## config.mk

```make
export PLATFORM = sky130hd
export DESIGN_NAME = oebi_link
export DESIGN_NICKNAME = d
export VERILOG_FILES = /design/src/rtl/oebi_pkg.sv /design/src/rtl/oebi_datapath.sv /design/src/rtl/oebi_ctrl.sv /design/src/rtl/oebi_decoder.sv /design/src/rtl/oebi_link.sv
export SDC_FILE = /design/constraint.sdc
export NUM_CORES = 1
export LEC_CHECK = 0
export BUFFER_PORTS_ARGS = -buffer_cell sky130_fd_sc_hd__buf_2
export CAP_MARGIN = 30
export CORE_MARGIN = 2
export CORE_UTILIZATION = 60
export DETAILED_ROUTE_END_ITERATION = 8
export PLACE_DENSITY = 0.77
export SYNTH_ARGS = -nofsm -noshare
export SYNTH_HDL_FRONTEND = slang
export SYNTH_SLANG_ARGS = --single-unit
```

## constraint.sdc

```tcl
create_clock -name clk -period 40.1 [get_ports clk]
set_input_delay 6.015 -clock clk [delete_from_list [all_inputs] [get_ports clk]]
set_output_delay 6.015 -clock clk [all_outputs]
set_load 0.02 [all_outputs]
```

## src/rtl/oebi_pkg.sv

```systemverilog
package oebi_pkg;
  typedef logic [1:0] invModeT;   // {odd, even}

  localparam invModeT MODE_NONE = 2'b00;
  localparam invModeT MODE_EVEN = 2'b01;
  localparam invModeT MODE_ODD  = 2'b10;
  localparam invModeT MODE_ALL  = 2'b11;

  typedef struct packed {
    logic issueDirect;  // drive best mode from the input word
    logic issueInter;   // drive neutral mode and park the word
    logic issueHeld;    // drive parked word in its target mode
  } encStrobeT;
endpackage

```

## src/rtl/oebi_datapath.sv

```systemverilog
module oebi_datapath
  import oebi_pkg::*;
#(
  parameter int DATA_W = 8
) (
  input  logic              clk,
  input  logic              rstN,
  input  logic [DATA_W-1:0] inData,
  input  encStrobeT         strobe,
  output logic              forbidden,
  output logic [DATA_W-1:0] busLines,
  output logic [1:0]        invLines
);
  localparam int WIRE_W = DATA_W + 2;
  localparam int COST_W = $clog2(2 * (WIRE_W - 1) + 1);

  function automatic logic [DATA_W-1:0] laneMask(input logic oddLanes);
    logic [DATA_W-1:0] m;
    for (int i = 0; i < DATA_W; i++) m[i] = ((i % 2) == 1) == oddLanes;
    return m;
  endfunction

  localparam logic [DATA_W-1:0] ODD_MASK  = laneMask(1'b1);
  localparam logic [DATA_W-1:0] EVEN_MASK = laneMask(1'b0);

  function automatic logic [DATA_W-1:0] codeWord(input logic [DATA_W-1:0] d, input invModeT md);
    return d ^ (md[1] ? ODD_MASK : '0) ^ (md[0] ? EVEN_MASK : '0);
  endfunction

  function automatic logic [COST_W-1:0] chainCost(input logic [WIRE_W-1:0] prevW,
                                                  input logic [WIRE_W-1:0] nextW);
    logic [COST_W-1:0] acc;
    logic tLo, tHi;
    acc = '0;
    for (int i = 0; i < WIRE_W - 1; i++) begin
      tLo = prevW[i] ^ nextW[i];
      tHi = prevW[i+1] ^ nextW[i+1];
      if (tLo && tHi && (nextW[i] != nextW[i+1])) acc = acc + COST_W'(2);
      else if (tLo != tHi) acc = acc + COST_W'(1);
    end
    return acc;
  endfunction

  logic [DATA_W-1:0] busReg, holdData;
  invModeT           invReg, holdMode, bestMode, interMode;
  logic [COST_W-1:0] candCost [4];
  logic [COST_W-1:0] bestCost;

  for (genvar m = 0; m < 4; m++) begin : g_cand
    localparam invModeT CAND_MODE = 2'(m);
    assign candCost[m] = chainCost({invReg, busReg}, {CAND_MODE, codeWord(inData, CAND_MODE)});
  end

  always_comb begin
    bestMode = MODE_NONE;
    bestCost = candCost[0];
    for (int m = 1; m < 4; m++) begin
      if (candCost[m] < bestCost) begin
        bestCost = candCost[m];
        bestMode = 2'(m);
      end
    end
  end

  assign forbidden = ((invReg == MODE_EVEN) && (bestMode == MODE_ODD)) ||
                     ((invReg == MODE_ODD)  && (bestMode == MODE_EVEN));
  assign interMode = (candCost[3] < candCost[0]) ? MODE_ALL : MODE_NONE;

  always_ff @(posedge clk) begin
    if (!rstN) begin
      busReg   <= '0;
      invReg   <= MODE_NONE;
      holdData <= '0;
      holdMode <= MODE_NONE;
    end else if (strobe.issueDirect) begin
      busReg <= codeWord(inData, bestMode);
      invReg <= bestMode;
    end else if (strobe.issueInter) begin
      busReg   <= codeWord(inData, interMode);
      invReg   <= interMode;
      holdData <= inData;
      holdMode <= bestMode;
    end else if (strobe.issueHeld) begin
      busReg <= codeWord(holdData, holdMode);
      invReg <= holdMode;
    end
  end

  assign busLines = busReg;
  assign invLines = invReg;
endmodule

```

## src/rtl/oebi_ctrl.sv

```systemverilog
module oebi_ctrl
  import oebi_pkg::*;
(
  input  logic      clk,
  input  logic      rstN,
  input  logic      inValid,
  input  logic      forbidden,
  input  logic      outValid,
  input  logic      outReady,
  output logic      inReady,
  output logic      beatFinal,
  output encStrobeT strobe
);
  logic pending, canIssue, accept;

  // A final beat may go out only if the decoder slot is free at its capture edge.
  assign canIssue = !beatFinal && (!outValid || outReady);
  assign inReady  = !pending && canIssue;
  assign accept   = inValid && inReady;

  assign strobe.issueDirect = accept && !forbidden;
  assign strobe.issueInter  = accept && forbidden;
  assign strobe.issueHeld   = pending && canIssue;

  always_ff @(posedge clk) begin
    if (!rstN) begin
      pending   <= 1'b0;
      beatFinal <= 1'b0;
    end else begin
      if (strobe.issueInter) pending <= 1'b1;
      else if (strobe.issueHeld) pending <= 1'b0;
      beatFinal <= strobe.issueDirect || strobe.issueHeld;
    end
  end
endmodule

```

## src/rtl/oebi_decoder.sv

```systemverilog
module oebi_decoder #(
  parameter int DATA_W = 8
) (
  input  logic              clk,
  input  logic              rstN,
  input  logic [DATA_W-1:0] busLines,
  input  logic [1:0]        invLines,
  input  logic              beatFinal,
  input  logic              outReady,
  output logic              outValid,
  output logic [DATA_W-1:0] outData
);
  logic [DATA_W-1:0] decoded;

  for (genvar i = 0; i < DATA_W; i++) begin : g_lane
    if ((i % 2) == 1) begin : g_odd
      assign decoded[i] = busLines[i] ^ invLines[1];
    end else begin : g_even
      assign decoded[i] = busLines[i] ^ invLines[0];
    end
  end

  always_ff @(posedge clk) begin
    if (!rstN) begin
      outValid <= 1'b0;
      outData  <= '0;
    end else if (beatFinal) begin
      outValid <= 1'b1;
      outData  <= decoded;
    end else if (outReady) begin
      outValid <= 1'b0;
    end
  end
endmodule

```

## src/rtl/oebi_link.sv

```systemverilog
module oebi_link
  import oebi_pkg::*;
#(
  parameter int DATA_W = 8
) (
  input  logic              clk,
  input  logic              rstN,
  input  logic              inValid,
  output logic              inReady,
  input  logic [DATA_W-1:0] inData,
  output logic              outValid,
  input  logic              outReady,
  output logic [DATA_W-1:0] outData,
  output logic [DATA_W-1:0] busLines,
  output logic              busInvOdd,
  output logic              busInvEven
);
  encStrobeT   strobe;
  logic        forbidden, beatFinal;
  logic [1:0]  invLines;

  oebi_ctrl ctrl_i (
    .clk(clk), .rstN(rstN), .inValid(inValid), .forbidden(forbidden),
    .outValid(outValid), .outReady(outReady), .inReady(inReady),
    .beatFinal(beatFinal), .strobe(strobe)
  );

  oebi_datapath #(.DATA_W(DATA_W)) dp_i (
    .clk(clk), .rstN(rstN), .inData(inData), .strobe(strobe),
    .forbidden(forbidden), .busLines(busLines), .invLines(invLines)
  );

  oebi_decoder #(.DATA_W(DATA_W)) dec_i (
    .clk(clk), .rstN(rstN), .busLines(busLines), .invLines(invLines),
    .beatFinal(beatFinal), .outReady(outReady), .outValid(outValid), .outData(outData)
  );

  assign busInvOdd  = invLines[1];
  assign busInvEven = invLines[0];
endmodule

```

# [Word-level counts from Yosys, hierarchy flattened]
# Index checks and enable logic that the tools add are counted.
[totals] regBits=31 elab_cells=356 out_inout_bits=20 input_bits=12
[op_classes] bitwise=37 order_cmp=4 n_eq_ne=68 n_reduce_logical=85 n_mux=92 n_addsub=62
[op_table] operator="$mux 5" count=67
[op_table] operator="$add 5x1->5 const B" count=32
[op_table] operator="$add 5x2->5 const B" count=30
[op_table] operator="$logic_and 1x1->1" count=74
[op_table] operator="$ne 1x1->1" count=64
[op_table] operator="$mux 8" count=6
[op_table] operator="$xor 8x8->8" count=6
[op_table] operator="$xor 1x1->1" count=24
[op_table] operator="$mux 7" count=3
[op_table] operator="$lt 5x5->1" count=4
[op_table] operator="$mux 2" count=7
[op_table] operator="$mux 1" count=9
[op_table] operator="$not 4->4" count=2
[op_table] operator="$not 1->1" count=5
[op_table] operator="$eq 2x1->1 const B" count=2
[op_table] operator="$eq 2x2->1 const B" count=2
[op_table] operator="$logic_not 1->1" count=4
[op_table] operator="$reduce_bool 2->1" count=2
[op_table] operator="$logic_or 1x1->1" count=3
[op_table] operator="$reduce_bool 3->1" count=1
[op_table] operator="$reduce_and 2->1" count=1

# [Logic depth before layout (Yosys ltp)]
[logic_depth] ltp_word=42 mapped_depth=65

# [Hierarchy]
# Synthesis repeated with hierarchy kept, for this count alone.
[unflattened] cells_unflattened=1093 area_unflattened_um2=8266.7
[modules_own_cells] mod="oebi_datapath" cells_per_inst=1039 n_inst=1 area_each_um2=7762.4
[modules_own_cells] mod="oebi_decoder" cells_per_inst=38 n_inst=1 area_each_um2=377.9
[modules_own_cells] mod="oebi_ctrl" cells_per_inst=16 n_inst=1 area_each_um2=126.4

# [Least setup slack after synthesis]
# OpenSTA, ideal clock, no wires.
[synth_timing] path_type="input port to flip-flop" startpoint="input port inData[1]" endpoint="register dp_i.busReg[0] (netlist: dp_i.busLines[0])" slack_ns=23.086 n_path_buf=3 arrival_time_ns=16.895 required_time_ns=39.981 stages=59 setup_ns=0.119 cell_sequence="buf_4 buf_2 xnor2_1 inv_1 ha_1 a222oi_1 nor2_1 ha_1 nand2_1 o311a_1 nor2_1 ha_1 a21oi_1 o31ai_2 and2_1 ha_1 o211ai_1 o21ai_1 (+23 left out) ha_1 a21o_1 a21o_1 a21oi_1 nand2_1 inv_1 a31o_1 clkbuf_1 mux2i_1 ha_1 a21o_1 a21oi_1 o21ai_1 a21o_1 and2_1 a21oi_1 mux2i_1 o221a_1"
[synth_via] elab_chain_cells=40
[synth_rtl] element="start: declaration" line_no="oebi_link.sv:10" text="input logic [DATA_W-1:0] inData,"
[synth_rtl] element="$xor 1x1->1" line_no="oebi_datapath.sv:36, oebi_datapath.sv:37"
[synth_rtl] element="$ne 1x1->1 or $logic_and 1x1->1 (tied branches)" line_no="oebi_datapath.sv:39, oebi_datapath.sv:38"
[synth_rtl] element="$mux 1 or $logic_and 1x1->1 (tied branches)" line_no="oebi_datapath.sv:39, oebi_datapath.sv:38"
[synth_rtl] element="$mux 5" line_no="oebi_datapath.sv:38" text="if (tLo && tHi && (nextW[i] != nextW[i+1])) acc = acc + COST_W'(2);"
[synth_rtl] element="$add 5x1->5" line_no="oebi_datapath.sv:39" text="else if (tLo != tHi) acc = acc + COST_W'(1);"
[synth_rtl] element="$mux 5" line_no="oebi_datapath.sv:39"
[synth_rtl] element="$mux 5" line_no="oebi_datapath.sv:38"
[synth_rtl] element="$add 5x1->5" line_no="oebi_datapath.sv:39"
[synth_rtl] element="(+24 left out)"
[synth_rtl] element="$lt 5x5->1" line_no="oebi_datapath.sv:58" text="if (candCost[m] < bestCost) begin"
[synth_rtl] element="$mux 2" line_no="oebi_datapath.sv:58"
[synth_rtl] element="$eq 2x2->1 or $eq 2x1->1 (tied branches)" line_no="oebi_datapath.sv:65, oebi_datapath.sv:66"
[synth_rtl] element="$logic_and 1x1->1 (on tied branches)" line_no="oebi_datapath.sv:65, oebi_datapath.sv:66"
[synth_rtl] element="$logic_or 1x1->1" line_no="oebi_datapath.sv:65" text="assign forbidden = ((invReg == MODE_EVEN) && (bestMode == MODE_ODD)) ||"
[synth_rtl] element="$logic_and 1x1->1 or $logic_not 1->1 (tied branches)" line_no="oebi_ctrl.sv:22, oebi_ctrl.sv:21"
[synth_rtl] element="$mux 8 or $logic_and 1x1->1 (tied branches)" line_no="oebi_datapath.sv:78, oebi_ctrl.sv:21"
[synth_rtl] element="$mux 8 or $reduce_bool 3->1 (tied branches)"
[synth_rtl] element="end signal: assignment" line_no="oebi_datapath.sv:76" text="busReg <= codeWord(inData, bestMode);"
[synth_rtl] element="end signal: assignment" line_no="oebi_datapath.sv:79" text="busReg <= codeWord(inData, interMode);"
[synth_rtl] element="end signal: assignment" line_no="oebi_datapath.sv:84" text="busReg <= codeWord(holdData, holdMode);"
[synth_rtl] element="end: declaration" line_no="oebi_datapath.sv:44" text="logic [DATA_W-1:0] busReg, holdData;"
# Parallel ways exist; a longest one is shown, timed or not.
# A chain may end at the register's enable or synchronous reset.

# [Worst setup path after layout]
[layout_timing] startpoint="input port inData[1]" endpoint="register dp_i.busReg[2] (netlist: dp_i.busLines[2])"
# The elaborated chain is that of the path after synthesis.

==> flow_metrics.env <==
export IMPL_critical_path_max_stage_delay_ps=600
export IMPL_io_buffers=31
export IMPL_cts_resized_gates=0
export IMPL_crit_path_start_kind="input pin"
export IMPL_die_y_um=119.8
export IMPL_synth_ff_type="dfxtp_1"
export IMPL_cp_slowest_cell="a222oi_1"
export IMPL_synth_edf_count=0
export IMPL_finalNonFillerCells=1221
export IMPL_drc=0
export IMPL_num_vias=7505
export IMPL_tightest_slew_ps=873.2
export IMPL_hold_violations=0
export IMPL_fin_crit_ps=18080
export IMPL_layout_common_cells="nand2_1, ha_1, xnor2_1"
export IMPL_synth_area_mm2=0.008051
export IMPL_rsz0062_at_grt="no"
export IMPL_cts_buffers=5
export IMPL_synth_top_area_share_pct=15.85
export IMPL_drive_gt1_share_pct=8.900
export IMPL_fin_nets=1158
export IMPL_drv_slew=0
export IMPL_initial_core_util_pct=61.04
export IMPL_antenna_left=0
export IMPL_coreArea_mm2=0.01319
export IMPL_insertion_delay_ps=270
export IMPL_grt_pass1_wl_um=32830
export IMPL_routed_wl_um=19380
export IMPL_wl_per_cell_um=15.87
export IMPL_syn2layout_area_growth_pct=4.242
export IMPL_worst_ep_arrival_time_ps=18230
export IMPL_worstHoldStart="dec_i.outData[7]"
export IMPL_gp_congestion=0.8755
export IMPL_crit_path_frequent_cell="ha_1"
export IMPL_drt_iter0_drc=458
export IMPL_grt_pass1_vias=6976
export IMPL_fin_skew_ps=6.427
export IMPL_ctsHoldBuffers=0
export IMPL_whs_path_depth=1
export IMPL_synthDistinctLibCells=96
export IMPL_synth_area_per_cell_um2=7.734
export IMPL_die_x_um=119.8
export IMPL_netlist_instances=1041
export IMPL_yosys_warnings=0
export IMPL_hold_path_class="reg2reg"
export IMPL_syn_nets=1155
export IMPL_vias_per_cell=6.147
export IMPL_yosysSeqAreaShare_pct=7.708
export IMPL_antenna_found_initial=0
export IMPL_place_inst=1213
export IMPL_required_ps=40250
export IMPL_critPathCaptureType="flip-flop"
export IMPL_period_share_pct=45.09
export IMPL_io_pins=32
export IMPL_rows=42
export IMPL_first_pass_iters=5
export IMPL_overflow=0
export IMPL_r2r_start="dp_i.busLines[1]"
export IMPL_cts_root_buf="clkbuf_16"
export IMPL_antenna_cells=0
export IMPL_max_slew_margin_pct=41.66
export IMPL_crit_path_max_fanout=16
export IMPL_maxCapViolations=0
export IMPL_ff2ff_setup_slack_ps=27490
export IMPL_grt_max_degree=32
export IMPL_cts_sinks=31
export IMPL_async_flop_share_pct=0
export IMPL_cts_setup_buffers=0
export IMPL_ys_ff_latch=31
export IMPL_worstSetupPathType="in2reg"
export IMPL_final_common_cell="nand2_1"
export IMPL_synth_area_leader_cell="ha_1"
export IMPL_status="complete, no violations"
export IMPL_whs_endpoint="dec_i.outData[7]"
export IMPL_fmax_mhz=55.31
export IMPL_grt_total_usage_pct=27.01
export IMPL_r2r_cells=58
export IMPL_hpwl_um=15550
export IMPL_cts_path_max_buffers=2
export IMPL_dieArea_mm2=0.01436
export IMPL_setup_viol=0
export IMPL_clkTransAtPathRegs_ps=50
export IMPL_synth_area_leaders="ha_1, xnor2_1, dfxtp_1"
export IMPL_tritoncts="done"
export IMPL_htreeDepth=2
export IMPL_fin_setup_tns_ps=0
export IMPL_r2r_end="dp_i.busLines[2]"
==> worst max-delay path: cells and delay by family <==
family | cells | cell delay (ps)
AOI/OAI and AO/OA | 26 | 5300
adders and majority gates | 10 | 2860
and+or+nand+nor | 15 | 2380
buffers and inverters | 5 | 740
muxes | 2 | 590
xor gates and xnor gates | 1 | 270
==> stage by stage <==
stage	instance area, µm²	hold slack, ps	utilization [%]	setup slack [ps]
6_report	8393	469.5	63.63	22020
5_1_grt	8393	497.4	63.63	21080
4_1_cts	8393	473.9	63.63	22220
3_5_place_dp	8255	462.3	62.59	21980
3_3_place_gp	8255	458.2	62.59	22140
2_1_floorplan	8051	492.3	-	23090
==> cells in the mapped netlist (all sizes together), types with 10 or more instances <==
cell	count
buf	15
and2	33
nand2b	18
nor2	69
xnor2	79
nand3	28
nor2b	24
nand2	140
mux2	10
xor2	35
a21boi	21
ha	102
o21ai	38
clkbuf	20
xnor3	14
o211ai	14
a21o	15
mux2i	35
o211a	11
o21a	12
a21oi	59
dfxtp	31
inv	52
nor3	23
==> how the worst max path moves through the flow <==
stage | cells past startpoint | end | start | slack [ps]
after floorplan | 59 | dp_i.busLines[0] | inData[1] | 23090
after global placement | 59 | dp_i.holdData[2] | inData[1] | 22140
after CTS | 59 | dp_i.busLines[0] | inData[1] | 22220
after detailed placement | 59 | dp_i.busLines[2] | inData[1] | 21980
final | 59 | dp_i.busLines[2] | inData[1] | 22020
after global routing | 60 | dp_i.holdMode[0] | inData[1] | 21080
==> cell type report <==
class	instances	area, µm²
Clock inverter	1	5.005
Clock buffer	7	132.6
Sequential cell	31	620.6
Multi-Input combinational cell	923	7064
Fill cell	1194	4797
Inverter	52	195.2
Tap cell	176	220.2
Timing Repair Buffer	31	155.1
==> per-layer routing <==
metal / vias up / track usage (%) / share of wire [%]
met5: - / 0 / 0
met1: 3522 / 36.98 / 47
li1: 3785 / - / -
met3: 24 / 1.949 / 4.6
met4: 0 / 4.632 / 1.2
met2: 174 / 47.18 / 47
==> cells by family after synthesis <==
logic type	share of synthesized area, %
adder cells (fa/ha/maj)	15.85
AND/OR/NAND/NOR	23.57
AO/OA/AOI/OAI	24.57
XOR/XNOR	17.90
flip-flops	7.708
multiplexers	5.843
buffers and inverters	4.553
==> state kept, by name, summed over array words and instances, names as in the netlist <==
register	count
dec_i.outData	8
dp_i.busLines	8
dp_i.holdData	8
dp_i.holdMode	2
dp_i.invLines	2
ctrl_i.beatFinal	1
ctrl_i.pending	1
dec_i.outValid	1
Power is not shown: default switching activity piles up to over one toggle a cycle in this logic, so the estimate is an artifact.
